--- config.mk ---
export PLATFORM = sky130hd
export DESIGN_NAME = spi_buf_master
export DESIGN_NICKNAME = d
export VERILOG_FILES = /design/src/rtl/spi_buf_pkg.sv /design/src/rtl/spi_sck_gen.sv /design/src/rtl/spi_byte_shifter.sv /design/src/rtl/spi_buf_master.sv
export SDC_FILE = /design/constraint.sdc
export NUM_CORES = 1
export LEC_CHECK = 0
export ABC_AREA = 1
export BUFFER_PORTS_ARGS = -buffer_cell sky130_fd_sc_hd__buf_2
export CAP_MARGIN = 20
export CELL_PAD_IN_SITES_DETAIL_PLACEMENT = 1
export CELL_PAD_IN_SITES_GLOBAL_PLACEMENT = 1
export CORE_ASPECT_RATIO = 0.5
export CORE_UTILIZATION = 40
export DETAILED_ROUTE_END_ITERATION = 6
export PLACE_DENSITY = 0.79
export SETUP_SLACK_MARGIN = 0.5
export SYNTH_ARGS = -nofsm -noshare
export SYNTH_HDL_FRONTEND = slang
export SYNTH_HIERARCHICAL = 1
export SYNTH_SLANG_ARGS = --single-unit
--- constraint.sdc ---
create_clock -name clk -period 3 [get_ports clk]
set_input_delay 0.6 -clock clk [delete_from_list [all_inputs] [get_ports clk]]
set_output_delay 0.6 -clock clk [all_outputs]
set_load 0.05 [all_outputs]
--- src/rtl/spi_buf_pkg.sv ---
package spi_buf_pkg;

    typedef enum logic [1:0] {
        ST_IDLE  = 2'd0,
        ST_LEAD  = 2'd1,
        ST_SHIFT = 2'd2,
        ST_TRAIL = 2'd3
    } seq_state_e;

    // Register word indices (byte offset / 8)
    localparam int CFG_WORD      = 0;
    localparam int STS_WORD      = 1;
    localparam int XFER_WORD     = 2;
    localparam int BUF_BASE_WORD = 16;

    // Field positions
    localparam int CFG_EN_BIT   = 0;
    localparam int CFG_CSEN_BIT = 1;
    localparam int CFG_DIV_LSB  = 8;
    localparam int STS_BUSY_BIT = 0;
    localparam int XFER_TX_LSB  = 0;
    localparam int XFER_TOT_LSB = 8;

endpackage

--- src/rtl/spi_sck_gen.sv ---
module spi_sck_gen #(
    parameter int DIV_W = 8
) (
    input  logic             clk,
    input  logic             rst_n,
    input  logic             run,
    input  logic [DIV_W-1:0] div,
    output logic             tick
);

    logic [DIV_W-1:0] cnt_d, cnt_q;
    logic [DIV_W-1:0] lim;

    always_comb begin
        lim   = (div == '0) ? DIV_W'(1) : div;
        tick  = run && (cnt_q == lim - DIV_W'(1));
        cnt_d = cnt_q + DIV_W'(1);
        if (!run || tick) begin
            cnt_d = '0;
        end
    end

    always_ff @(posedge clk or negedge rst_n) begin
        if (!rst_n) begin
            cnt_q <= '0;
        end else begin
            cnt_q <= cnt_d;
        end
    end

    // Half-period ticks are spaced by the divider; adjacent ticks only for D<=1
    assert_tick_gap_R7: assert property (@(posedge clk) disable iff (!rst_n)
        (tick && div > DIV_W'(1)) |=> (!tick || $changed(div)));

endmodule

--- src/rtl/spi_byte_shifter.sv ---
module spi_byte_shifter (
    input  logic       clk,
    input  logic       rst_n,
    input  logic       load,
    input  logic [7:0] load_byte,
    input  logic       shift,
    input  logic       sample,
    input  logic       miso,
    output logic       mosi,
    output logic [7:0] rx_byte
);

    logic [7:0] tx_d, tx_q;
    logic [7:0] rx_d, rx_q;

    always_comb begin
        tx_d = tx_q;
        rx_d = rx_q;
        if (load) begin
            tx_d = load_byte;
        end else if (shift) begin
            tx_d = {tx_q[6:0], 1'b0};
        end
        if (sample) begin
            rx_d = {rx_q[6:0], miso};
        end
    end

    always_ff @(posedge clk or negedge rst_n) begin
        if (!rst_n) begin
            tx_q <= '0;
            rx_q <= '0;
        end else begin
            tx_q <= tx_d;
            rx_q <= rx_d;
        end
    end

    assign mosi    = tx_q[7];
    assign rx_byte = rx_q;

    // A new byte load and a bit shift never coincide (R3 bit ordering)
    assert_load_shift_excl_R3: assert property (@(posedge clk) disable iff (!rst_n)
        load |-> !shift);

endmodule

--- src/rtl/spi_buf_master.sv ---
module spi_buf_master
    import spi_buf_pkg::*;
#(
    parameter int NUM_ENTRIES = 16,
    parameter int CNT_W       = 5,
    parameter int DIV_W       = 8,
    parameter int ADDR_W      = 8,
    parameter int DATA_W      = 64
) (
    input  logic              clk,
    input  logic              rst_n,
    input  logic              reg_wr,
    input  logic [ADDR_W-1:0] reg_addr,
    input  logic [DATA_W-1:0] reg_wdata,
    output logic [DATA_W-1:0] reg_rdata,
    output logic              spi_sck,
    output logic              spi_cs_n,
    output logic              spi_mosi,
    input  logic              spi_miso
);

    localparam int IDX_W  = $clog2(NUM_ENTRIES);
    localparam int NUM_W  = IDX_W + 1;
    localparam int WORD_W = ADDR_W - 3;

    typedef struct packed {
        seq_state_e                  st;
        logic                        en;
        logic                        cs_en;
        logic [DIV_W-1:0]            div;
        logic [CNT_W-1:0]            tx_raw;
        logic [CNT_W-1:0]            tot_raw;
        logic [NUM_W-1:0]            ntx;
        logic [NUM_W-1:0]            ntot;
        logic [IDX_W-1:0]            idx;
        logic [3:0]                  bits;
        logic                        sck;
        logic [NUM_ENTRIES-1:0][7:0] mem;
        logic [DATA_W-1:0]           rdata;
    } regs_t;

    function automatic logic [NUM_W-1:0] clamp_cnt(input logic [CNT_W-1:0] c);
        if (int'(c) > NUM_ENTRIES) begin
            return NUM_W'(NUM_ENTRIES);
        end
        return NUM_W'(c);
    endfunction

    regs_t             r_d, r_q;
    logic              tick;
    logic              run;
    logic              shf_load, shf_shift, shf_sample;
    logic [7:0]        shf_byte;
    logic [7:0]        rx_byte;
    logic              mosi_raw;
    logic [WORD_W-1:0] word;
    logic              aligned;
    logic              buf_hit;
    logic [IDX_W-1:0]  ent;
    logic [NUM_W-1:0]  req_tx, req_tot;
    logic [NUM_W-1:0]  nxt;
    logic              xfer_wr;

    assign run = (r_q.st != ST_IDLE);

    spi_sck_gen #(.DIV_W(DIV_W)) u_sck (
        .clk   (clk),
        .rst_n (rst_n),
        .run   (run),
        .div   (r_q.div),
        .tick  (tick)
    );

    spi_byte_shifter u_shf (
        .clk       (clk),
        .rst_n     (rst_n),
        .load      (shf_load),
        .load_byte (shf_byte),
        .shift     (shf_shift),
        .sample    (shf_sample),
        .miso      (spi_miso),
        .mosi      (mosi_raw),
        .rx_byte   (rx_byte)
    );

    always_comb begin
        r_d        = r_q;
        shf_load   = 1'b0;
        shf_shift  = 1'b0;
        shf_sample = 1'b0;
        shf_byte   = 8'h00;

        // Address decode
        word    = reg_addr[ADDR_W-1:3];
        aligned = (reg_addr[2:0] == 3'b000);
        buf_hit = aligned && (int'(word) >= BUF_BASE_WORD)
                          && (int'(word) < BUF_BASE_WORD + NUM_ENTRIES);
        ent     = IDX_W'(int'(word) - BUF_BASE_WORD);
        xfer_wr = reg_wr && aligned && (word == WORD_W'(XFER_WORD));

        req_tx  = clamp_cnt(reg_wdata[XFER_TX_LSB +: CNT_W]);
        req_tot = clamp_cnt(reg_wdata[XFER_TOT_LSB +: CNT_W]);
        if (req_tot < req_tx) begin
            req_tot = req_tx;
        end
        nxt = {1'b0, r_q.idx} + NUM_W'(1);

        // Software writes
        if (reg_wr && aligned) begin
            if (buf_hit) begin
                r_d.mem[ent] = reg_wdata[7:0];
            end else if (word == WORD_W'(CFG_WORD)) begin
                r_d.en    = reg_wdata[CFG_EN_BIT];
                r_d.cs_en = reg_wdata[CFG_CSEN_BIT];
                r_d.div   = reg_wdata[CFG_DIV_LSB +: DIV_W];
            end else if (word == WORD_W'(XFER_WORD) && r_q.st == ST_IDLE && r_q.en) begin
                r_d.tx_raw  = reg_wdata[XFER_TX_LSB +: CNT_W];
                r_d.tot_raw = reg_wdata[XFER_TOT_LSB +: CNT_W];
                if (req_tot != '0) begin
                    r_d.st   = ST_LEAD;
                    r_d.ntx  = req_tx;
                    r_d.ntot = req_tot;
                    r_d.idx  = '0;
                    r_d.bits = '0;
                    r_d.sck  = 1'b0;
                    shf_load = 1'b1;
                    shf_byte = (req_tx != '0) ? r_q.mem[0] : 8'h00;
                end
            end
        end

        // Serial engine (takes priority over software buffer writes)
        case (r_q.st)
            ST_LEAD: begin
                if (tick) begin
                    r_d.sck    = 1'b1;
                    shf_sample = 1'b1;
                    r_d.bits   = 4'd1;
                    r_d.st     = ST_SHIFT;
                end
            end
            ST_SHIFT: begin
                if (tick) begin
                    if (r_q.sck) begin
                        r_d.sck = 1'b0;
                        if (r_q.bits == 4'd8) begin
                            if ({1'b0, r_q.idx} >= r_q.ntx) begin
                                r_d.mem[r_q.idx] = rx_byte;
                            end
                            if (nxt == r_q.ntot) begin
                                r_d.st = ST_TRAIL;
                            end else begin
                                r_d.idx  = nxt[IDX_W-1:0];
                                r_d.bits = '0;
                                shf_load = 1'b1;
                                shf_byte = (nxt < r_q.ntx) ? r_q.mem[nxt[IDX_W-1:0]] : 8'h00;
                            end
                        end else begin
                            shf_shift = 1'b1;
                        end
                    end else begin
                        r_d.sck    = 1'b1;
                        shf_sample = 1'b1;
                        r_d.bits   = r_q.bits + 4'd1;
                    end
                end
            end
            ST_TRAIL: begin
                if (tick) begin
                    r_d.st = ST_IDLE;
                end
            end
            default: ;
        endcase

        // Registered read data
        r_d.rdata = '0;
        if (buf_hit) begin
            r_d.rdata[7:0] = r_q.mem[ent];
        end else if (aligned && word == WORD_W'(CFG_WORD)) begin
            r_d.rdata[CFG_EN_BIT]               = r_q.en;
            r_d.rdata[CFG_CSEN_BIT]             = r_q.cs_en;
            r_d.rdata[CFG_DIV_LSB +: DIV_W]     = r_q.div;
        end else if (aligned && word == WORD_W'(STS_WORD)) begin
            r_d.rdata[STS_BUSY_BIT]             = (r_q.st != ST_IDLE);
        end else if (aligned && word == WORD_W'(XFER_WORD)) begin
            r_d.rdata[XFER_TX_LSB +: CNT_W]     = r_q.tx_raw;
            r_d.rdata[XFER_TOT_LSB +: CNT_W]    = r_q.tot_raw;
        end
    end

    always_ff @(posedge clk or negedge rst_n) begin
        if (!rst_n) begin
            r_q <= '0;
        end else begin
            r_q <= r_d;
        end
    end

    assign reg_rdata = r_q.rdata;
    assign spi_sck   = r_q.sck;
    assign spi_cs_n  = !(r_q.cs_en && r_q.st != ST_IDLE);
    assign spi_mosi  = mosi_raw;

    // Zero counts never leave idle
    assert_zero_start_R9: assert property (@(posedge clk) disable iff (!rst_n)
        (r_q.st == ST_IDLE && xfer_wr
         && reg_wdata[XFER_TX_LSB +: CNT_W] == '0
         && reg_wdata[XFER_TOT_LSB +: CNT_W] == '0) |=> (r_q.st == ST_IDLE));

    // Transfer writes during a transaction leave the stored counts alone
    assert_busy_ignore_R11: assert property (@(posedge clk) disable iff (!rst_n)
        (r_q.st != ST_IDLE && xfer_wr) |=>
        (r_q.tx_raw == $past(r_q.tx_raw) && r_q.tot_raw == $past(r_q.tot_raw)));

    // The byte index stays below the clamped total while running
    assert_idx_in_total_R10: assert property (@(posedge clk) disable iff (!rst_n)
        (r_q.st != ST_IDLE) |-> ({1'b0, r_q.idx} < r_q.ntot && r_q.ntot <= NUM_W'(NUM_ENTRIES)));

    // With the controller disabled, an idle engine stays idle
    assert_disabled_idle_R12: assert property (@(posedge clk) disable iff (!rst_n)
        (!r_q.en && r_q.st == ST_IDLE) |=> (r_q.st == ST_IDLE));

    // Serial clock is low whenever no transaction is running
    assert_sck_idle_R12: assert property (@(posedge clk) disable iff (!rst_n)
        (r_q.st == ST_IDLE) |-> !spi_sck);

    // Chip select does not toggle between byte times
    assert_cs_hold_R8: assert property (@(posedge clk) disable iff (!rst_n)
        (r_q.st == ST_SHIFT && $past(r_q.st) == ST_SHIFT && $stable(r_q.cs_en))
        |-> $stable(spi_cs_n));

endmodule

---- Word level (Yosys, flattened, before mapping) ----
Index checks and enable logic that the tools add are counted.
operators by class
  bitwise gates (word level) .............. 2
  order comparisons ....................... 11
  add/subtract/negate cells ............... 5
  reduce and logical (&&, ||, !) cells .... 25
  equality and inequality tests ........... 8
  multiplexer cells ....................... 92
operators by type and width
  operator                                            number
  2-to-1 mux 128 bit                                  5
  bitwise mux 128 bit                                 2
  2-to-1 mux 8 bit                                    23
  2-to-1 mux 169 bit                                  1
  2-to-1 mux 137 bit                                  1
  binary-select mux 8 bit (select 4 bit)              2
  demux 8 bit (select 4 bit)                          2
  2-to-1 mux 5 bit                                    12
  2-to-1 mux 29 bit                                   2
  2-to-1 mux 41 bit                                   1
  2-to-1 mux 1 bit                                    20
  2-to-1 mux 2 bit                                    10
  2-to-1 mux 19 bit                                   1
  < comparator 4 x 5 -> 1 bit, second input constant  3
  2-to-1 mux 4 bit                                    3
  logical AND 1 bit                                   11
  > comparator 5 bit, second input constant           2
  < comparator 5 bit                                  2
  2-to-1 mux 10 bit                                   1
  case mux 5 bit (2 select lines)                     1
  nonzero test 5 bit                                  2
  2-to-1 mux 3 bit                                    3
  adder 8 x 1 -> 8 bit, second input constant         1
  equality test 8 bit                                 1
  other kinds (26)                                    31
word-level totals
  logic and storage cells ................. 174
  flip-flop bits (word level) ............. 209
  output and inout bits ................... 67
  input port bits ......................... 76

---- Longest topological paths before layout ----
Gate-level depths: netlist (run 1).
  depth in word-level cells ............... 17
  depth in mapped cells ................... 25
  gate-level depth less buffers ........... 25

---- By module ----
The synthesis (run 1) kept the hierarchy.
modules (own cells, without submodules)
  module            seq. area each (µm²)  cells an instance  instances  area an instance (µm²)
  spi_buf_master    4629.4                1610               1          12111.6
  spi_sck_gen       200.2                 112                1          775.7
  spi_byte_shifter  400.4                 73                 1          676.9

---- Least setup slack after synthesis (run 1) ----
OpenSTA, ideal clock, no wires.
  kind .................................... register -> register
  start point ............................. register r_q[224] (netlist name)
  end point ............................... register r_q[71] (netlist name)
  setup time .............................. 0.122 ns
  period minus slack after synthesis ...... 3.140 ns
  arrival ................................. 3.018 ns
  data required time ...................... 2.878 ns
  setup slack ............................. -0.140 ns
  path buffers ............................ 1
  cell stages (with the launch flop) ...... 21
  cells stage by stage .................... dfrtp_1 nor2_2 nand2_2 inv_2 a21oi_1 ha_1 xor2_1 nand3_2 a21oi_4 nand2_2 nor2_2 nand2_2 nor2_1 nand2_2 nor2_4 nand2_4 nor2_4 nand3_1 buf_4 nand2_1 o21ai_2
RTL lines
  what                      line                   source
  start: declaration        spi_buf_master.sv:49   regs_t r_d, r_q;
  start signal: assignment  spi_buf_master.sv:196  r_q <= r_d;

==> out/qor.txt, run 1 <==
Setup Total Neg Slack - -17.25 ns
Largest net degree at the start of global routing - 67
Die ar. - 34700 µm²
WL per Instance - 22.6 µm
Area contributors post-synth - dfrtp_1 39%, nand2_1 14%, o21ai_1 7.9%
Max-cap violations - 0
Post-synthesis cell area - 13600 µm²
Register-to-register setup slack - -0.21 ns
Main synth FF type - dfrtp_1
Share of layout cells above drive strength 1 - 22.0%
Gpl congestion - 0.902
Post-synth EDFFs - 0
Max Root-Sink Buffers - 3
CTS Buf Count - 22
Synth top area share - 38.6%
Final Slew Violations - 0
Kind of critical path - reg2reg
Die height - 132 µm
#FFs+latches synth - 209
Area growth, synth to finish - 18.1%
Clk pin slew, worst setup/hold paths - 0.07 ns
Synthesized area per cell - 7.56 µm²
Area after DPL - 14300 µm²
Worst path cell trace - nor2_2, nand2_2, inv_2, a21oi_2, ha_4, xor2_2, nand3_2, a21oi_4, nand2_2, nor2_2, nand2_2, nor2_4, nand2_4, nor2_4, nand2_4, nor2_4, buf_4, buf_6, nand3b_4, buf_12, nand2_2, o21ai_1
CP required - 3.37 ns
Final Hold Vio Count - 0
Maximum vdd drop - 343 µV
Core Area - 33200 µm²
Clk_lat worst skew - 0.55 ns
CTS Root Cell - clkbuf_16
Distinct cells, synth - 60
Status - finished, violations left
R2r startpoint - r_q[225]
Initial Util - 40.8%
Die Wd - 262 µm
Final hold slack - 0.00870 ns
Static Leak - 7.99 nW
Cell Pwr Density - 441 nW/µm²
Final worst slack - -0.208 ns
I/O Buffers - 46
Max_slew headroom - 28.0%
H-tree depth - 1
Reg2reg end - r_q[176]
Fin area - 16000 µm²
Final setup viols - 139
First-pass GRT wire length - 79900 µm
DRT Wirelength - 52200 µm
Most frequent cells in the layout - 445 x nand2_1, 225 x o21ai_1, 208 x dfrtp_1
Cell Rows - 47
DP Cell Count - 2235
Synth Instances - 1795
RSZ-0062 raised after global routing - true
Via count - 13600
Clk_skew - 0.0329 ns
Tot GR Track Use - 29.6%
Sequential-to-total area share from yosys stat - 38.6%
Synth Warn # - 6
Commonest non-fill, non-tap cell in the layout - nand2_1
Initial antenna violation count - 0
Synth async-reset ratio - 100%
R2r worst-path depth - 22
Grt total ovfl - 0
Fmax - 312 MHz
DPL Wire Length - 31900 µm
1st-pass router iterations - 5
Finished Core Util - 48.2%
Vias per cell - 5.89
CP max FO - 8
Worst setup SP type - flip-flop
Post-route insts no fill - 2307
Tot Pwr - 7.07 mW
Cts hold-fix bufs - 0
Final antenna diode count - 0
Crit path DAT - 3.58 ns
Worst min-delay path class - in2async
I/O pin cnt - 143
# fillers - 4051
Least-Margin Pin Slew - 1.08 ns
CP max stage delay - 0.40 ns
CTS tree - yes
Final ANT Viol Nets - 0
Critical Path Slowest Stage Cell - dfrtp_1
Pre-CTS setup slack - -0.135 ns
Drt first-iter violations - 1327
Failing checks - setup timing
Fin nets - 1952
CP Capture Type - flip-flop
Final Cycle Share - 107%
Critical path's most frequent cell - nand2_2
CTS sink count - 209
Dominant cell type by area after synthesis - dfrtp_1
Vias in the first global route - 13700
Tmin final - 3.21 ns
Drt drc - 0
[kinds of logic after synthesis]
logic type | count (synthesis) | share of synthesized area, %
AO/OA/AOI/OAI | 515 | 21.9
XOR/XNOR | 13 | 0.839
adder cells (fa/ha/maj) | 25 | 2.31
buffers and inverters | 268 | 11.0
flip-flops | 209 | 38.6
other | 1 | 0.0276
AND/OR/NAND/NOR | 764 | 25.4
[where the power goes]
group          internal [mW]  switching (mW)
sequential              2.89          0.0812
clock                   1.69            1.29
combinational          0.316           0.812
[critical path: cells and delay by family (launching register included)]
family,cells,cell delay (ns)
AND/OR/NAND/NOR,13,1.43
adder cells (fa/ha/maj),1,0.28
buffers and inverters,4,0.47
AO/OA/AOI/OAI,3,0.27
flip-flops,1,0.40
XOR/XNOR,1,0.19
[metal layers]
layer | global-route usage (%) | part of all wire, % | up-vias
met5 | 0 | 0 | -
met4 | 10.5 | 3.5 | 0
met3 | 4.87 | 7.5 | 121
met2 | 49.1 | 47 | 624
met1 | 39.1 | 42 | 6800
li1 | - | - | 6041
[Yosys cell counts (4+ instances only)]
cell      instances
xor2_1            9
nand2_2          27
buf_4            67
nor2_8            4
nor2_4           10
a211oi_1          5
xnor2_1           4
nor2_1           77
nand2_4           4
ha_1             25
dfrtp_1         209
nor3_1            5
buf_6            22
nand2_1         522
o221ai_1          4
nand3_2          10
o22a_1            5
o21ai_2           8
a21oi_1          73
o21ai_1         214
inv_2             9
a22oi_1          67
inv_1            90
o21ai_0          98
nand4_1           7
buf_2            35
a22o_1           10
clkbuf_1         37
nor2_2           16
a221oi_1          6
nand3_1          61
o22ai_1           4
[how the worst max path moves through the flow]
stage          startpoint  endpoint  slack (ns)  cells after the start
3_3_place_gp     r_q[222]   r_q[93]       -0.06                     18
3_5_place_dp     r_q[222]  r_q[125]       -0.13                     20
4_1_cts          r_q[227]  r_q[128]       -0.09                     18
2_1_floorplan    r_q[224]  r_q[126]        0.08                     20
5_1_grt          r_q[225]  r_q[136]       -0.36                     21
6_report         r_q[225]  r_q[176]       -0.21                     22
[what timing repair did]
item                                    4_1_cts  5_1_grt
endpoints found under the setup margin      154      162
buffers inserted                             14        9
pin swaps                                    17       22
cloned                                        7        2
gates resized for setup                      86       77
[layout make-up]
| cell class | count | area [µm²] | area share (%) |
|---|---|---|---|
| multi-input combinational | 1368 | 7590 | 47.4 |
| sequential | 209 | 5230 | 32.7 |
| timing repair buffer | 146 | 1480 | 9.24 |
| clock buffer | 26 | 596 | 3.72 |
| tap | 441 | 552 | 3.45 |
| inverter | 104 | 407 | 2.54 |
| clock inverter | 13 | 160 | 1.00 |
[registers in the layout, summed over array words and instances (netlist names)]
name           flops
r_q              168
reg_rdata         16
spi_sck            1
u_sck/cnt_q        8
u_shf/rx_byte      8
u_shf/tx_q         8
Power figures use the tool's default switching activity.
==> inputs of run 2 (changes only) <==
--- a/config.mk
+++ b/config.mk
@@ -13,6 +13,7 @@
 export CORE_ASPECT_RATIO = 0.5
 export CORE_UTILIZATION = 40
 export DETAILED_ROUTE_END_ITERATION = 6
+export HOLD_SLACK_MARGIN = 0.15
 export PLACE_DENSITY = 0.79
 export SETUP_SLACK_MARGIN = 0.5
 export SYNTH_ARGS = -nofsm -noshare
==> run 2 against run 1 <==
Net effect:
- largest cell class unchanged
- design area hardly changed
- non-clock buffer count is 1 higher
- maximum frequency hardly changed
- core utilization hardly changed
- first-iteration DRC count is 5.4% higher
- sequential power hardly changed
- final cell count hardly changed
- the flow still finishes with violations (setup timing)
- critical path depth stayed put
==> out/qor.txt, run 2 (same netlist as run 1, synthesis figures left out) <==
R2r worst-path depth - 22 (unchanged)
Area after DPL - 14300 µm² (unchanged)
Fin nets - 1953 (+0.051%)
Least-Margin Pin Slew - 1.07 ns (-0.00509 ns)
Die Wd - 262 µm (unchanged)
Final Cycle Share - 107% (about the same)
Cell Rows - 47 (unchanged)
Commonest non-fill, non-tap cell in the layout - nand2_1
Final antenna diode count - 0 (unchanged)
DRT Wirelength - 52300 µm (+0.20%)
Max-cap violations - 0 (unchanged)
Clk_lat worst skew - 0.55 ns (about the same)
Net Sw Frac - 30.8% (about the same)
CTS Buf Count - 22 (unchanged)
I/O Buffers - 46 (unchanged)
Final worst slack - -0.207 ns (+0.00122 ns)
Final hold slack - 0.259 ns (+0.251 ns)
Failing checks - setup timing
Clk_skew - 0.0324 ns (-0.000472 ns)
Tot GR Track Use - 29.6% (unchanged)
WL per Instance - 22.7 µm (+0.16%)
I/O pin cnt - 143 (unchanged)
Most frequent cells in the layout - 445 x nand2_1, 225 x o21ai_1, 208 x dfrtp_1
Final Hold Vio Count - 0 (unchanged)
Max_slew headroom - 28.3% (+0.34 points)
H-tree depth - 1 (unchanged)
Via count - 13600 (-0.022%)
Clk pin slew, worst setup/hold paths - 0.07 ns (about the same)
Drt drc - 0 (unchanged)
Die ar. - 34700 µm² (unchanged)
CP Capture Type - flip-flop
Tmin final - 3.21 ns (-0.00122 ns)
CP max FO - 8 (unchanged)
Worst setup SP type - flip-flop
Most flops, register - r_q
Final ANT Viol Nets - 0 (unchanged)
Gpl congestion - 0.902 (unchanged)
Part of the power in registers - 42.0% (about the same)
Vias in the first global route - 13700 (unchanged)
Finished Core Util - 48.2% (about the same)
Fin area - 16000 µm² (about the same)
CTS Root Cell - clkbuf_16
Sw power - 2.18 mW (about the same)
Area growth, synth to finish - 18.1% (about the same)
Final setup viols - 140 (+0.72%)
Grt total ovfl - 0 (unchanged)
Fmax - 312 MHz (about the same)
Max Root-Sink Buffers - 3 (unchanged)
Kind of critical path - reg2reg
Crit path DAT - 3.58 ns (about the same)
Status - finished, violations left
1st-pass router iterations - 5 (unchanged)
Hold path depth - 3
Gate power share - 16.0% (about the same)
Initial antenna violation count - 0 (unchanged)
P_int - 4.89 mW (about the same)
CTS tree - yes
Clock group share of total power - 42.0% (about the same)
Vias per cell - 5.89 (about the same)
Share of layout cells above drive strength 1 - 22.0% (about the same)
CP required - 3.37 ns (about the same)
Final Slew Violations - 0 (unchanged)
Core Area - 33200 µm² (unchanged)
Worst min-delay path class - in2reg
DP Cell Count - 2235 (unchanged)
Largest net degree at the start of global routing - 67 (unchanged)
DPL Wire Length - 31900 µm (unchanged)
Maximum vdd drop - 344 µV (+0.14%)
RSZ-0062 raised after global routing - true
Cell Pwr Density - 441 nW/µm² (about the same)
Static Leak - 8.00 nW (about the same)
Die height - 132 µm (unchanged)
Post-route insts no fill - 2308 (+0.043%)
Max FFs per register - 168 (unchanged)
Drt first-iter violations - 1398 (+5.4%)
CTS sink count - 209 (unchanged)
First-pass GRT wire length - 79900 µm (unchanged)
Initial Util - 40.8% (unchanged)
[run 2: critical path, cell delays in order (launching register included)]
cell and delay (ns):
dfrtp_1 0.40, nor2_2 0.15, nand2_2 0.09, inv_2 0.07
a21oi_2 0.06, ha_4 0.28, xor2_2 0.19, nand3_2 0.12
a21oi_4 0.14, nand2_2 0.06, nor2_2 0.08, nand2_2 0.10
nor2_4 0.15, nand2_4 0.08, nor2_4 0.13, nand2_4 0.13
nor2_4 0.15, buf_4 0.13, buf_6 0.09, nand3b_4 0.13
buf_12 0.18, nand2_2 0.05, o21ai_1 0.07
[run 2: final timing paths]
kind	slack (ns)	endpoint	start
hold / removal	0.26	u_shf/rx_byte[0]	spi_miso
hold reg to reg	0.48	u_shf/tx_q[7]	u_shf/tx_q[7]
min in group asynchronous	0.61	reg_rdata[15]	rst_n
max in group asynchronous	1.70	r_q[203]	rst_n
setup reg to reg	-0.21	r_q[176]	r_q[225]
setup / recovery	-0.21	r_q[176]	r_q[225]
[run 2: routing by layer]
layer  track usage, %  part of all wire, %  vias to the layer above
li1                 -                    -                     6044
met1             39.1                   42                     6794
met2             49.1                   47                      620
met3             4.87                  7.9                      125
met4             10.5                  3.6                        0
met5                0                    0                        -
[run 2: area by class of cell]
class / instances / area [µm²]
clock buffer: 26 / 596
clock inverter: 13 / 160
fill: 4050 / 17200
inverter: 104 / 407
multi-input combinational: 1368 / 7590
sequential: 209 / 5230
tap: 441 / 552
timing repair buffer: 147 / 1490
[run 2: power by group through the flow]
stage | Combinational (mW) | Sequential, mW | Clock, mW
global placement | 1.04 | 3.01 | 0
finish | 1.13 | 2.97 | 2.97
floorplan | 0.726 | 3.02 | 0
CTS | 1.09 | 2.96 | 3.00
global route | 1.22 | 2.98 | 3.11
detailed placement | 1.06 | 3.01 | 0
[run 2: timing repair]
item                       in CTS  in global routing
cloned                          7                  2
resized for setup              86                 77
hold endpoints to repair       62                  0
setup endpoints to repair     154                162
setup buffers                  14                  9
hold buffers                    1                  0
pin swaps                      17                 22
[run 2: stage by stage]
stage          power, mW  setup WS, ns  TNS [ns]
5_1_grt             7.31        -0.363    -43.05
6_report            7.07        -0.207    -17.86
3_3_place_gp        4.05       -0.0632     -2.43
2_1_floorplan       3.75        0.0756         0
4_1_cts             7.06       -0.0950     -3.19
3_5_place_dp        4.08        -0.135     -9.10
